`src/rtl/lcdw_pkg.sv`:
```
package lcdw_pkg;

    typedef enum logic [2:0] {
        ST_IDLE,
        ST_SETUP,
        ST_HIGH,
        ST_GAP,
        ST_EXEC
    } lcdw_state_e;

    typedef struct packed {
        logic       rs;
        logic [7:0] data;
        logic       full;
        logic       second;
    } lcdw_xfer_s;

    // round a nanosecond interval up to whole clock cycles, never below one
    function automatic int unsigned ns_to_cycles(longint unsigned clk_hz,
                                                 longint unsigned ns);
        longint unsigned c;
        c = (ns * clk_hz + 64'd999_999_999) / 64'd1_000_000_000;
        return (c == 0) ? 1 : int'(c);
    endfunction

    // clear and home style instructions need the long execution time
    function automatic logic is_slow_cmd(logic rs, logic [7:0] data);
        return !rs && (data[7:2] == 6'd0) && (data[1:0] != 2'd0);
    endfunction

endpackage

```
`src/rtl/lcdw_timer.sv`:
```
module lcdw_timer #(
    parameter int W = 8
) (
    input  logic         clk,
    input  logic         rst,
    input  logic         load,
    input  logic [W-1:0] load_val,
    output logic         expired
);
    logic [W-1:0] cnt;

    always_ff @(posedge clk) begin
        if (rst)
            cnt <= '0;
        else if (load)
            cnt <= load_val;
        else if (cnt != '0)
            cnt <= cnt - 1'b1;
    end

    assign expired = (cnt == '0);
endmodule

```
`src/rtl/lcdw_bus_lane.sv`:
```
module lcdw_bus_lane #(
    parameter int DB_W = 8
) (
    input  logic [DB_W-1:0] data,
    input  logic            full,
    input  logic            second,
    output logic [DB_W-1:0] bus
);
    localparam int NIB = DB_W / 2;

    always_comb begin
        if (full)
            bus = data;
        else if (second)
            bus = {data[NIB-1:0], {NIB{1'b0}}};
        else
            bus = {data[DB_W-1:NIB], {NIB{1'b0}}};
    end
endmodule

```
`src/rtl/lcd_write_engine.sv`:
```
module lcd_write_engine
    import lcdw_pkg::*;
#(
    parameter longint unsigned CLK_HZ    = 50_000_000,
    parameter longint unsigned SETUP_NS  = 40,
    parameter longint unsigned PULSE_NS  = 230,
    parameter longint unsigned HOLD_NS   = 10,
    parameter longint unsigned CYCLE_NS  = 500,
    parameter longint unsigned SHORT_NS  = 40_000,
    parameter longint unsigned LONG_NS   = 1_640_000
) (
    input  logic       clk,
    input  logic       rst,
    input  logic       req_valid,
    output logic       req_ready,
    input  logic       req_rs,
    input  logic [7:0] req_byte,
    input  logic       full_width,
    output logic       lcd_rs,
    output logic       lcd_rw,
    output logic       lcd_e,
    output logic [7:0] lcd_db
);
    localparam int T_AS    = ns_to_cycles(CLK_HZ, SETUP_NS);
    localparam int T_PW    = ns_to_cycles(CLK_HZ, PULSE_NS);
    localparam int T_H     = ns_to_cycles(CLK_HZ, HOLD_NS);
    localparam int T_CYC   = ns_to_cycles(CLK_HZ, CYCLE_NS);
    localparam int T_SHORT = ns_to_cycles(CLK_HZ, SHORT_NS);
    localparam int T_LONG  = ns_to_cycles(CLK_HZ, LONG_NS);
    localparam int GAP_RAW = T_CYC - T_PW - T_AS;
    localparam int T_GAP   = (GAP_RAW > T_H) ? GAP_RAW : T_H;
    localparam int MAXC    = (T_LONG > T_SHORT) ? T_LONG : T_SHORT;
    localparam int CNT_W   = $clog2(MAXC + 1);

    lcdw_state_e  st, st_n;
    lcdw_xfer_s   xfer_q, xfer_n;
    logic         e_q, e_n;
    logic         rs_q, rs_n;
    logic [7:0]   db_q, db_n;
    logic         tmr_load;
    logic [CNT_W-1:0] tmr_val;
    logic         tmr_done;
    logic [7:0]   lane_bus;
    lcdw_xfer_s   lane_src;

    lcdw_timer #(.W(CNT_W)) u_timer (
        .clk      (clk),
        .rst      (rst),
        .load     (tmr_load),
        .load_val (tmr_val),
        .expired  (tmr_done)
    );

    lcdw_bus_lane #(.DB_W(8)) u_lane (
        .data   (lane_src.data),
        .full   (lane_src.full),
        .second (lane_src.second),
        .bus    (lane_bus)
    );

    always_comb begin
        st_n     = st;
        xfer_n   = xfer_q;
        e_n      = e_q;
        rs_n     = rs_q;
        db_n     = db_q;
        tmr_load = 1'b0;
        tmr_val  = '0;
        lane_src = xfer_q;
        case (st)
            ST_IDLE: begin
                lane_src = '{rs: req_rs, data: req_byte, full: full_width, second: 1'b0};
                if (req_valid) begin
                    xfer_n   = lane_src;
                    rs_n     = req_rs;
                    db_n     = lane_bus;
                    st_n     = ST_SETUP;
                    tmr_load = 1'b1;
                    tmr_val  = CNT_W'(T_AS - 1);
                end
            end
            ST_SETUP: if (tmr_done) begin
                e_n      = 1'b1;
                st_n     = ST_HIGH;
                tmr_load = 1'b1;
                tmr_val  = CNT_W'(T_PW - 1);
            end
            ST_HIGH: if (tmr_done) begin
                e_n      = 1'b0;
                tmr_load = 1'b1;
                if (!xfer_q.full && !xfer_q.second) begin
                    st_n    = ST_GAP;
                    tmr_val = CNT_W'(T_GAP - 1);
                end else begin
                    st_n    = ST_EXEC;
                    tmr_val = is_slow_cmd(xfer_q.rs, xfer_q.data)
                              ? CNT_W'(T_LONG - 1) : CNT_W'(T_SHORT - 1);
                end
            end
            ST_GAP: begin
                lane_src.second = 1'b1;
                if (tmr_done) begin
                    xfer_n.second = 1'b1;
                    db_n          = lane_bus;
                    st_n          = ST_SETUP;
                    tmr_load      = 1'b1;
                    tmr_val       = CNT_W'(T_AS - 1);
                end
            end
            ST_EXEC: if (tmr_done) st_n = ST_IDLE;
            default: st_n = ST_IDLE;
        endcase
    end

    always_ff @(posedge clk) begin
        if (rst) begin
            st     <= ST_IDLE;
            xfer_q <= '0;
            e_q    <= 1'b0;
            rs_q   <= 1'b0;
            db_q   <= '0;
        end else begin
            st     <= st_n;
            xfer_q <= xfer_n;
            e_q    <= e_n;
            rs_q   <= rs_n;
            db_q   <= db_n;
        end
    end

    assign req_ready = (st == ST_IDLE);
    assign lcd_e     = e_q;
    assign lcd_rs    = rs_q;
    assign lcd_rw    = 1'b0;
    assign lcd_db    = db_q;
endmodule

```
`config.mk`:
```
export PLATFORM = sky130hd
export DESIGN_NAME = lcd_write_engine
export DESIGN_NICKNAME = d
export VERILOG_FILES = /design/src/rtl/lcdw_pkg.sv /design/src/rtl/lcdw_timer.sv /design/src/rtl/lcdw_bus_lane.sv /design/src/rtl/lcd_write_engine.sv
export SDC_FILE = /design/constraint.sdc
export NUM_CORES = 1
export LEC_CHECK = 0
export ABC_AREA = 1
export BUFFER_PORTS_ARGS = -buffer_cell sky130_fd_sc_hd__buf_2
export CAP_MARGIN = 30
export CORE_ASPECT_RATIO = 1.5
export CORE_MARGIN = 4
export CORE_UTILIZATION = 60
export CTS_CLUSTER_DIAMETER = 80
export DETAILED_ROUTE_END_ITERATION = 10
export GPL_ROUTABILITY_DRIVEN = 1
export GPL_TIMING_DRIVEN = 1
export PLACE_DENSITY = 0.8
export SYNTH_ARGS = -nofsm -noshare
export SYNTH_HDL_FRONTEND = slang
export SYNTH_SLANG_ARGS = --single-unit
```
`constraint.sdc`:
```
create_clock -name clk -period 4.6 [get_ports clk]
set_input_delay 0.23 -clock clk [delete_from_list [all_inputs] [get_ports clk]]
set_output_delay 0.23 -clock clk [all_outputs]
set_load 0.05 [all_outputs]
```
[Yosys cells after proc, flatten, opt, wreduce, memory -nomap -nowiden]
Index checks and enable logic that the tools add are counted.
Cells by class
  magnitude comparators: 0
  equality and inequality tests: 9
  divide/modulo/power cells: 0
  muxes and demuxes: 31
  shifts and indexed selects: 0
  reductions and logical operators: 19
  bitwise operators: 0
  multiply operators: 0
  $add $sub $neg: 1
Operator list (number)
  17-bit 2-to-1 mux: 5
  17-bit one-hot mux with 4 select lines: 1
  8-bit 2-to-1 mux: 4
  3-bit 2-to-1 mux: 6
  17-bit zero test: 1
  17-bit nonzero test: 1
  17-bit by 1-bit subtractor with 17-bit output (second input constant): 1
  8-bit one-hot mux with 2 select lines: 1
  3-bit one-hot mux with 5 select lines: 1
  2-bit != test (second input constant): 5
  9-bit 2-to-1 mux: 1
  1-bit one-hot mux with 2 select lines: 4
  2-bit nonzero test: 4
  1-bit 2-to-1 mux: 7
  3-bit by 2-bit equality test with 1-bit output (second input constant): 2
  6-bit zero test: 1
  3-bit AND reduction: 2
  5-bit AND reduction: 1
  4-bit 2-to-1 mux: 1
  3-bit by 1-bit equality test with 1-bit output (second input constant): 1
  3-bit equality test (second input constant): 1
  1-bit logical AND: 3
  1-bit zero test: 3
  3-bit zero test: 1
  other kinds (2): 2
Word-level totals
  RAM bits: 0
  logic and storage cells: 68
  latch bits: 0
  bits in registers: 40
  memory bits (read-only): 0
  output and inout bits: 12
  input bits: 13
  memories kept: 0

[Depth between registers and ports, before layout]
Gate-level depths: netlist of the first run.
  word-level depth: 8
  depth in mapped cells: 14
  gate-level depth less buffers: 13

[By module]
Synthesis of the first run repeated with hierarchy kept, for this count alone.
Second synthesis, totals
  cells, all modules: 370
  area total of the unflattened synthesis: 2428.6 µm²
Modules (own cells, without submodules)
  lcdw_timer: cells an instance 188, times used 1, area an instance 1177.4 µm², sequential area each 340.3 µm²
  lcd_write_engine: cells an instance 160, times used 1, area an instance 1156.1 µm², sequential area each 460.4 µm²
  lcdw_bus_lane: cells an instance 22, times used 1, area an instance 95.1 µm², sequential area each 0.0 µm²

[Least setup slack after synthesis of the first run]
No wires, ideal clock.
  path type: flip-flop to flip-flop
  from: register u_timer.cnt[0]
  to: register u_timer.cnt[14]
  clock period less this slack: 1.552 ns
  required time: 4.472 ns
  setup time: 0.128 ns
  cell stages (with the launch flop): 15
  path buffers: 1
  slack: 3.048 ns
  arrival time: 1.424 ns
  cell sequence: dfxtp_1 inv_1 ha_1 inv_1 nor2_1 nand2_2 nor2_4 nand3_4 nand2_4 inv_2 buf_6 nand2_1 nand2_1 nand2_1 nor2_1
On the way
  word-level cells in the longest chain between the ends: 4
  elaborated cells on any way between the ends: 10
  those cells by class: 1 x add/sub; 6 x mux; 3 x reduce/logical
RTL lines
  start, declared: line lcdw_timer.sv:10  | logic [W-1:0] cnt;
  start signal, assigned: line lcdw_timer.sv:16  | cnt <= load_val;
  start signal, assigned: line lcdw_timer.sv:18  | cnt <= cnt - 1'b1;
  parallel branches: the longest is 4 deep, another holds 17-bit by 1-bit subtractor with 17-bit output
Several ways; the timed one is not identified. The select of a mux whose other input is x is not followed.
A chain may end at the register's enable or synchronous reset.

[Final worst setup path of the first run]
  from: register st[1]
  to: register db_q[1], in the netlist lcd_db[1]
On the way
  word-level cells in the longest chain between the ends: 5
  elaborated cells on any way between the ends: 11
  those cells by class: 3 x eq/ne; 5 x mux; 3 x reduce/logical
RTL lines
  start, declared: line lcd_write_engine.sv:35  | lcdw_state_e st, st_n;
  start signal, assigned: line lcd_write_engine.sv:123  | st <= st_n;
  3-bit zero test: line lcd_write_engine.sv:70  | case (st)
  9-bit 2-to-1 mux: line lcd_write_engine.sv:70
  8-bit 2-to-1 mux: line lcdw_bus_lane.sv:12  | if (full)
  8-bit 2-to-1 mux (on tied branches): line lcd_write_engine.sv:102, lcd_write_engine.sv:73
  8-bit one-hot mux with 2 select lines: line lcd_write_engine.sv:70
  end signal, assigned: line lcd_write_engine.sv:127  | db_q <= db_n;
  end, declared: line lcd_write_engine.sv:39  | logic [7:0] db_q, db_n;
Parallel ways exist; a longest one is shown, timed or not. The select of a mux whose other input is x is not followed.

==> results of run 1 <==
## cells in the mapped netlist
cell type / number / area share, %
nand2_1: 73 / 12
nor2_1: 56 / 9.2
dfxtp_1: 40 / 35
inv_1: 38 / 6.2
o21ai_0: 34 / 7.4
a21oi_1: 26 / 5.7
nand3_1: 22 / 4.8
nand2_2: 8 / 2.2
nor2_2: 7 / 1.9
xor2_1: 7 / 2.7
buf_2: 4 / 0.87
clkbuf_1: 3 / 0.49
nand3b_1: 3 / 0.98
nor2_4: 3 / 1.5
nor3_1: 3 / 0.65
o21ai_1: 3 / 0.65
buf_6: 2 / 0.98
ha_1: 2 / 1.1
inv_2: 2 / 0.33
nand2_4: 2 / 0.98
nand4_1: 2 / 0.55
nor4_1: 2 / 0.55
xnor2_1: 2 / 0.76
buf_4: 1 / 0.33
conb_1: 1 / 0.16
nand3_4: 1 / 0.76
nor2_8: 1 / 0.87
o21ai_2: 1 / 0.38
or2_2: 1 / 0.27
## flip-flops by register name (all words and copies together), names as in the netlist
register	count
xfer_q	10
lcd_rs	1
lcd_db	8
st	3
u_timer.cnt	17
lcd_e	1
## per-stage QoR
step,area (sq um),util [%],cells,worst slack (ns),hold WS [ns]
floorplan,2290,-,350,3.05,0.398
global placement,2400,65.2,406,2.65,0.457
detailed placement,2400,65.2,406,2.56,0.474
CTS,2510,68.3,414,2.55,0.222
global route,2510,68.3,414,2.23,0.233
finish,2510,68.3,414,2.53,0.225
## how the worst max path moves through the flow
| stage | slack (ns) | start | endpoint | depth (start not counted) |
|---|---|---|---|---|
| 2_1_floorplan | 3.05 | u_timer.cnt[0]$_SDFFE_PP0P_ | u_timer.cnt[14]$_SDFFE_PP0P_ | 14 |
| 3_3_place_gp | 2.65 | st[1]$_SDFFE_PP0P_ | lcd_db[3]$_SDFFE_PP0P_ | 8 |
| 3_5_place_dp | 2.56 | st[1]$_SDFFE_PP0P_ | lcd_db[1]$_SDFFE_PP0P_ | 8 |
| 4_1_cts | 2.55 | st[1]$_SDFFE_PP0P_ | lcd_db[1]$_SDFFE_PP0P_ | 8 |
| 5_1_grt | 2.23 | st[1]$_SDFFE_PP0P_ | lcd_db[1]$_SDFFE_PP0P_ | 8 |
| 6_report | 2.53 | st[1]$_SDFFE_PP0P_ | lcd_db[1]$_SDFFE_PP0P_ | 8 |
## cell type report
| cell class | instances | area, sq um | area share [%] |
|---|---|---|---|
| inverters | 40 | 150 | 5.97 |
| well taps | 43 | 53.8 | 2.14 |
| flip-flops and latches | 40 | 801 | 31.9 |
| multi-input cells | 260 | 1280 | 51.0 |
| clock buffers | 5 | 68.8 | 2.74 |
| clock inverters | 3 | 42.5 | 1.69 |
| repair buffers | 23 | 115 | 4.58 |
## cells by family after synthesis
| logic type | count (synthesis) |
|---|---|
| other | 1 |
| adder cells (fa/ha/maj) | 2 |
| AO/OA/AOI/OAI | 64 |
| buffers and inverters | 50 |
| XOR/XNOR | 9 |
| flip-flops | 40 |
| AND/OR/NAND/NOR | 184 |
## cell usage in the layout (no fill, tap or decap), drive strengths merged, types with 2 or more instances in the layout
cell type / instances
a21oi: 26
nand3b: 3
ha: 2
nor4: 2
nand3: 23
nand2: 83
nor2: 67
nand4: 2
xnor2: 2
buf: 23
dfxtp: 40
clkbuf: 5
nor3: 3
xor2: 7
o21ai: 38
inv: 40
## routing by layer
layer  up-vias  global-route usage [%]  share of wire (%)
li1       1150                       -                  -
met5         -                       0                  0
met4         0                    16.9                4.8
met2        66                    44.6                 54
met3        24                    5.42                4.0
met1       996                    24.7                 37
## critical path, delay by kind of cell, from the launching register on
kind / cells / cell delay (ns)
flip-flops: 1 / 0.33
AND/OR/NAND/NOR: 6 / 1.15
buffers and inverters: 2 / 0.48
==> flow_summary.toml, run 1 <==
[placement]
dp_hpwl_mm = 4.32
port_buffers = 23
finalWeightedCongestion = 0.885

[layout]
antenna_cells = 0
area.growth.synth_to_final_pct = 9.54
drive_gt1_share_pct = 15.4
nFillCells = 356
final_nets = 385

[setup_path]
rr_endpoint = "lcd_db[1]$_SDFFE_PP0P_"
required_ns = 4.79
arrival_ns = 2.26
criticalPathCategory = "reg -> reg"
end_kind = "flop"
reg2reg_from = "st[1]$_SDFFE_PP0P_"
path_common_cell = "nor2_1"
r2r_cells = 8
path_cells = "nor2_1, nand2_1, inv_1, nand2_2, nand2_2, inv_1, nor2_1, nor2_1"
crit_fanout = 22
critPathMaxStageDelay_ns = 0.34
r2r_setup_slack_ns = 2.53
critPathLaunchType = "flop"
crit_path_top_delay_cell = "inv_1"

[clocking]
h-tree-depth = 2
numCtsBuffers = 5
clk-insertion-delay-late_ns = 0.29
clkSinkCount = 40
post_cts_resized = 0
clockRootBuffer = "clkbuf_8"
clk_pin_slew_ns = 0.08
cts_tree = "done"
ctsHoldBuffers = 0
post-cts-setup-buffer-count = 0
clk_path_buf_depth = 2

[hold_path]
hp-class = "in -> reg"
hold_start = "req_byte[2]"
hold_depth = 3
worstHoldEndpoint = "xfer_q[4]$_SDFFE_PP0P_"

[yosys]
ys_types = 29
syn-mean-instance-area_sq_um = 6.56
ys_warn_count = 0
synthMuxAreaShare_pct = 0
netlist_instances = 350
synthesis.nets = 365
synth_area_sq_um = 2290
synthXorXnorAreaFrac_pct = 3.44
synth_top_family_by_area = "simple AND/OR/NAND/NOR gates"
yosys.area_share.simple_pct = 37.1
ys_seq_area_share_pct = 34.9
ys_ff_latch = 40
synth_compound_gate_area_share_pct = 14.1
synth_fa_ha_area_share_pct = 1.09

[sta]
timing.final.crit_period_ns = 2.07
setup_viol = 0
final_hold_viol_count = 0
slew_viol_final = 0
timing.final.crit_share_pct = 45.0
worst_slew_pin_slew_ns = 0.524
fmax_ghz = 0.483
rsz0062_at_grt = "no"
max_slew_margin_pct = 65.0
tns_ns = 0
clock_skew_ns = 0.00518

[route]
drt-pass1-iter-count = 4
detail_route.iter0.violations = 94
drc = 0
vias_per_cell = 5.40
vias = 2236
antenna_left = 0
routedWlPerCell_um = 13.5
wirelength_mm = 5.60

[die]
ios = 25
core-area_sq_um = 3680
die_h_um = 83.7
num_rows = 27
start_util_pct = 62.3
dieArea_sq_um = 4900
die_w_um = 58.5

[grt]
grt_overflow = 0
grt_pass1_vias = 2248
track_usage_pct = 25.1
grt_max_degree = 23
grt_pass1_wl_mm = 9.59
antenna_found_initial = 0

[run_status]
status = "complete, no violations"

[flow_run]
maxCapViolations = 0
Power of run 1 is not shown: default switching activity piles up to over one toggle a cycle in this logic, so the estimate is an artifact.
==> run 2: changes to the inputs <==
--- a/config.mk
+++ b/config.mk
@@ -5,17 +5,17 @@
 export SDC_FILE = /design/constraint.sdc
 export NUM_CORES = 1
 export LEC_CHECK = 0
-export ABC_AREA = 1
+export ABC_AREA = 0
 export BUFFER_PORTS_ARGS = -buffer_cell sky130_fd_sc_hd__buf_2
 export CAP_MARGIN = 30
 export CORE_ASPECT_RATIO = 1.5
 export CORE_MARGIN = 4
-export CORE_UTILIZATION = 60
+export CORE_UTILIZATION = 57
 export CTS_CLUSTER_DIAMETER = 80
 export DETAILED_ROUTE_END_ITERATION = 10
 export GPL_ROUTABILITY_DRIVEN = 1
 export GPL_TIMING_DRIVEN = 1
-export PLACE_DENSITY = 0.8
+export PLACE_DENSITY = 0.77
 export SYNTH_ARGS = -nofsm -noshare
 export SYNTH_HDL_FRONTEND = slang
 export SYNTH_SLANG_ARGS = --single-unit
==> constraint.sdc (replaced) <==
create_clock -name clk -period 2.1 [get_ports clk]
set_input_delay 0.105 -clock clk [delete_from_list [all_inputs] [get_ports clk]]
set_output_delay 0.105 -clock clk [all_outputs]
set_load 0.05 [all_outputs]
==> run 2 against run 1 <==
Against the previous run: worst hold slack got worse by 0.18 ns; core utilization fell by 0.77 points; synthesized area fell by 6.9%; synthesized cell count fell by 26%; die area fell by 1.8%; clock skew rose by 0.0012 ns; critical path type unchanged; sequential share of layout area rose by 0.66 points.
==> flow_summary.toml, run 2 <==
[die]
core-area_sq_um = 3650
die_w_um = 58.0
num_rows = 27
die_h_um = 83.0
ios = 25
start_util_pct = 58.5
dieArea_sq_um = 4810

[yosys]
ys_ff_latch = 40
netlist.area_leader.share_pct = 37.5
synthesis.nets = 273
ys.flop_type = "dfxtp_1"
ys_warn_count = 0
synth_area_sq_um = 2140
syn-mean-instance-area_sq_um = 8.28
yosys.area.top_type = "dfxtp_1"
ys_types = 50
netlist_instances = 258
async_flop_share_pct = 0
ys_seq_area_share_pct = 37.5
yosys-top-cells-area = "dfxtp_1 (37%), nand2_1 (6.0%), a21oi_1 (5.6%)"
synthTopCellsByCount = "dfxtp_1 (40), nand2_1 (34), nor2_1 (26)"
yosysMostFrequentCell = "dfxtp_1"
synth-edff-count = 0

[run_status]
status = "complete, no violations"

[clocking]
clockRootBuffer = "clkbuf_8"
ctsHoldBuffers = 0
clk_pin_slew_ns = 0.08
cts_tree = "done"
clk-insertion-delay-late_ns = 0.29
clkSinkCount = 40
clk_path_buf_depth = 2
numCtsBuffers = 5
h-tree-depth = 2

[hold_path]
hp-class = "in -> reg"

[route]
drt-pass1-iter-count = 4
vias_per_cell = 5.95
vias = 1977
antenna_left = 0
wirelength_mm = 5.19
wl_met2_mm = 2.87
routedWlPerCell_um = 15.6
top_layer = "met4"
detail_route.iter0.violations = 100
routedLengthMet1_mm = 2.08
met3_wirelength_um = 132
drc = 0

[setup_path]
required_ns = 2.33
critPathLaunchType = "flop"
crit_path_top_delay_cell = "or4b_2"
path_cells = "inv_1, ha_1, or4b_2, nor4b_4, o41ai_2, a21oi_1"
critPathMaxStageDelay_ns = 0.66
arrival_ns = 2.19
end_kind = "flop"
crit_fanout = 4
criticalPathCategory = "reg -> reg"

[sta]
fmax_ghz = 0.510
worst_slew_pin_slew_ns = 0.556
max_slew_margin_pct = 63.0
slew_viol_final = 0
timing.final.crit_share_pct = 93.3
tns_ns = 0
clock_skew_ns = 0.00642
timing.final.crit_period_ns = 1.96
final_hold_viol_count = 0
fin_ws_ns = 0.141
setup_viol = 0
rsz0062_at_grt = "no"

[power]
combPwrFrac_pct = 55.4
sequentialPowerShare_pct = 29.6
p_int_mw = 1.98
ir_drop_mv = 0.895
power_density_nw_per_um2 = 1490
p_switching_mw = 1.69
switching_share_pct = 46.0
clkPwrFrac_pct = 15.0
p_leak_nw = 0.950

[grt]
grt_pass1_wl_mm = 8.82
grt_overflow = 0
track_usage_pct = 22.8
grt_pass1_vias = 1919
antenna_found_initial = 0
grt_max_degree = 33

[layout]
utilization_pct = 67.5
final_nets = 303
layout_commonest_cell = "dfxtp_1"
largest_reg_flops = 17
area.growth.synth_to_final_pct = 15.3
layout_common_cells = "dfxtp_1 (40), nand2_1 (34), nor2_1 (26)"
nFillCells = 318
top_register = "u_timer.cnt"
drive_gt1_share_pct = 21.5
antenna_cells = 0

[placement]
port_buffers = 23
post-place-ws_ns = 0.0334
dp_hpwl_mm = 3.68
finalWeightedCongestion = 0.848

[flow_run]
maxCapViolations = 0
==> run 2: changes by cell type after synthesis, moves of 10 or more <==
cell     delta
nand2_1    -39
inv_1      -34
nor2_1     -30
o21ai_0    -29
xnor2_1    +11
nand3_1    -10
==> run 2: routing by layer <==
metal	vias to the layer above	track usage, %
met1	935	25.8
met4	0	9.07
met3	10	3.89
li1	990	-
met5	-	0
met2	42	40.9
==> run 2: final cells by class <==
cell class                 instances  area, sq um  area share [%]
sequential                        40          801            32.5
clock inverter                     2         13.8           0.559
inverter                           5         18.8           0.762
multi-input combinational        199         1270            51.7
timing repair buffer              37          220            8.94
clock buffer                       6         82.6            3.35
tap                               43         53.8            2.18
==> run 2: logic make-up after synthesis <==
logic type	after synthesis	synth area share, %
AOI/OAI and AO/OA	57	19.1
and+or+nand+nor	123	31.3
buffers and inverters	19	4.22
DFF	40	37.5
other	1	0.176
xor gates and xnor gates	16	6.56
adders and majority gates	2	1.17
==> run 2: final timing paths <==
check / cells after the start / slack, ns / from / end
setup / recovery: 6 / 0.14 / u_timer.cnt[0]$_SDFFE_PP0P_ / u_timer.cnt[10]$_SDFFE_PP0P_
hold / removal: 3 / 0.04 / req_rs / lcd_rs$_SDFFE_PP0P_
setup reg to reg: 6 / 0.14 / u_timer.cnt[0]$_SDFFE_PP0P_ / u_timer.cnt[10]$_SDFFE_PP0P_
hold reg to reg: 2 / 0.48 / xfer_q[7]$_SDFFE_PP0P_ / xfer_q[7]$_SDFFE_PP0P_
==> run 2: metrics by stage <==
stage / power [mW] / hold WS (ns) / std cells / area, sq um
floorplan: 2.60 / 0.185 / 258 / 2140
finish: 3.67 / 0.0431 / 332 / 2460
CTS: 3.64 / 0.0422 / 332 / 2430
global route: 3.94 / 0.0389 / 332 / 2460
detailed placement: 3.08 / 0.357 / 324 / 2340
global placement: 3.06 / 0.354 / 324 / 2340
==> run 2: critical path, delay by kind of cell, from the launching register on <==
| family | cells | cell delay, ns |
|---|---|---|
| flops | 1 | 0.34 |
| fa+ha+maj | 1 | 0.17 |
| simple gates | 2 | 0.94 |
| compound gates | 2 | 0.33 |
| buf+inv | 1 | 0.12 |
==> run 2: power by group through the flow <==
| stage | Combinational, mW | Sequential, mW | Clock [mW] |
|---|---|---|---|
| after floorplan | 1.35 | 1.25 | 0 |
| after global placement | 1.97 | 1.09 | 0 |
| after detailed placement | 1.99 | 1.10 | 0 |
| after CTS | 2.00 | 1.08 | 0.561 |
| after global routing | 2.24 | 1.11 | 0.594 |
| final | 2.03 | 1.09 | 0.552 |
==> run 2: what timing repair did <==
item                                    CTS  global route
endpoints found under the setup margin    0             6
endpoints found under the hold margin     0             0
gates resized for setup                   0             4
setup buffers                             0             0
Power figures use the tool's default switching activity.
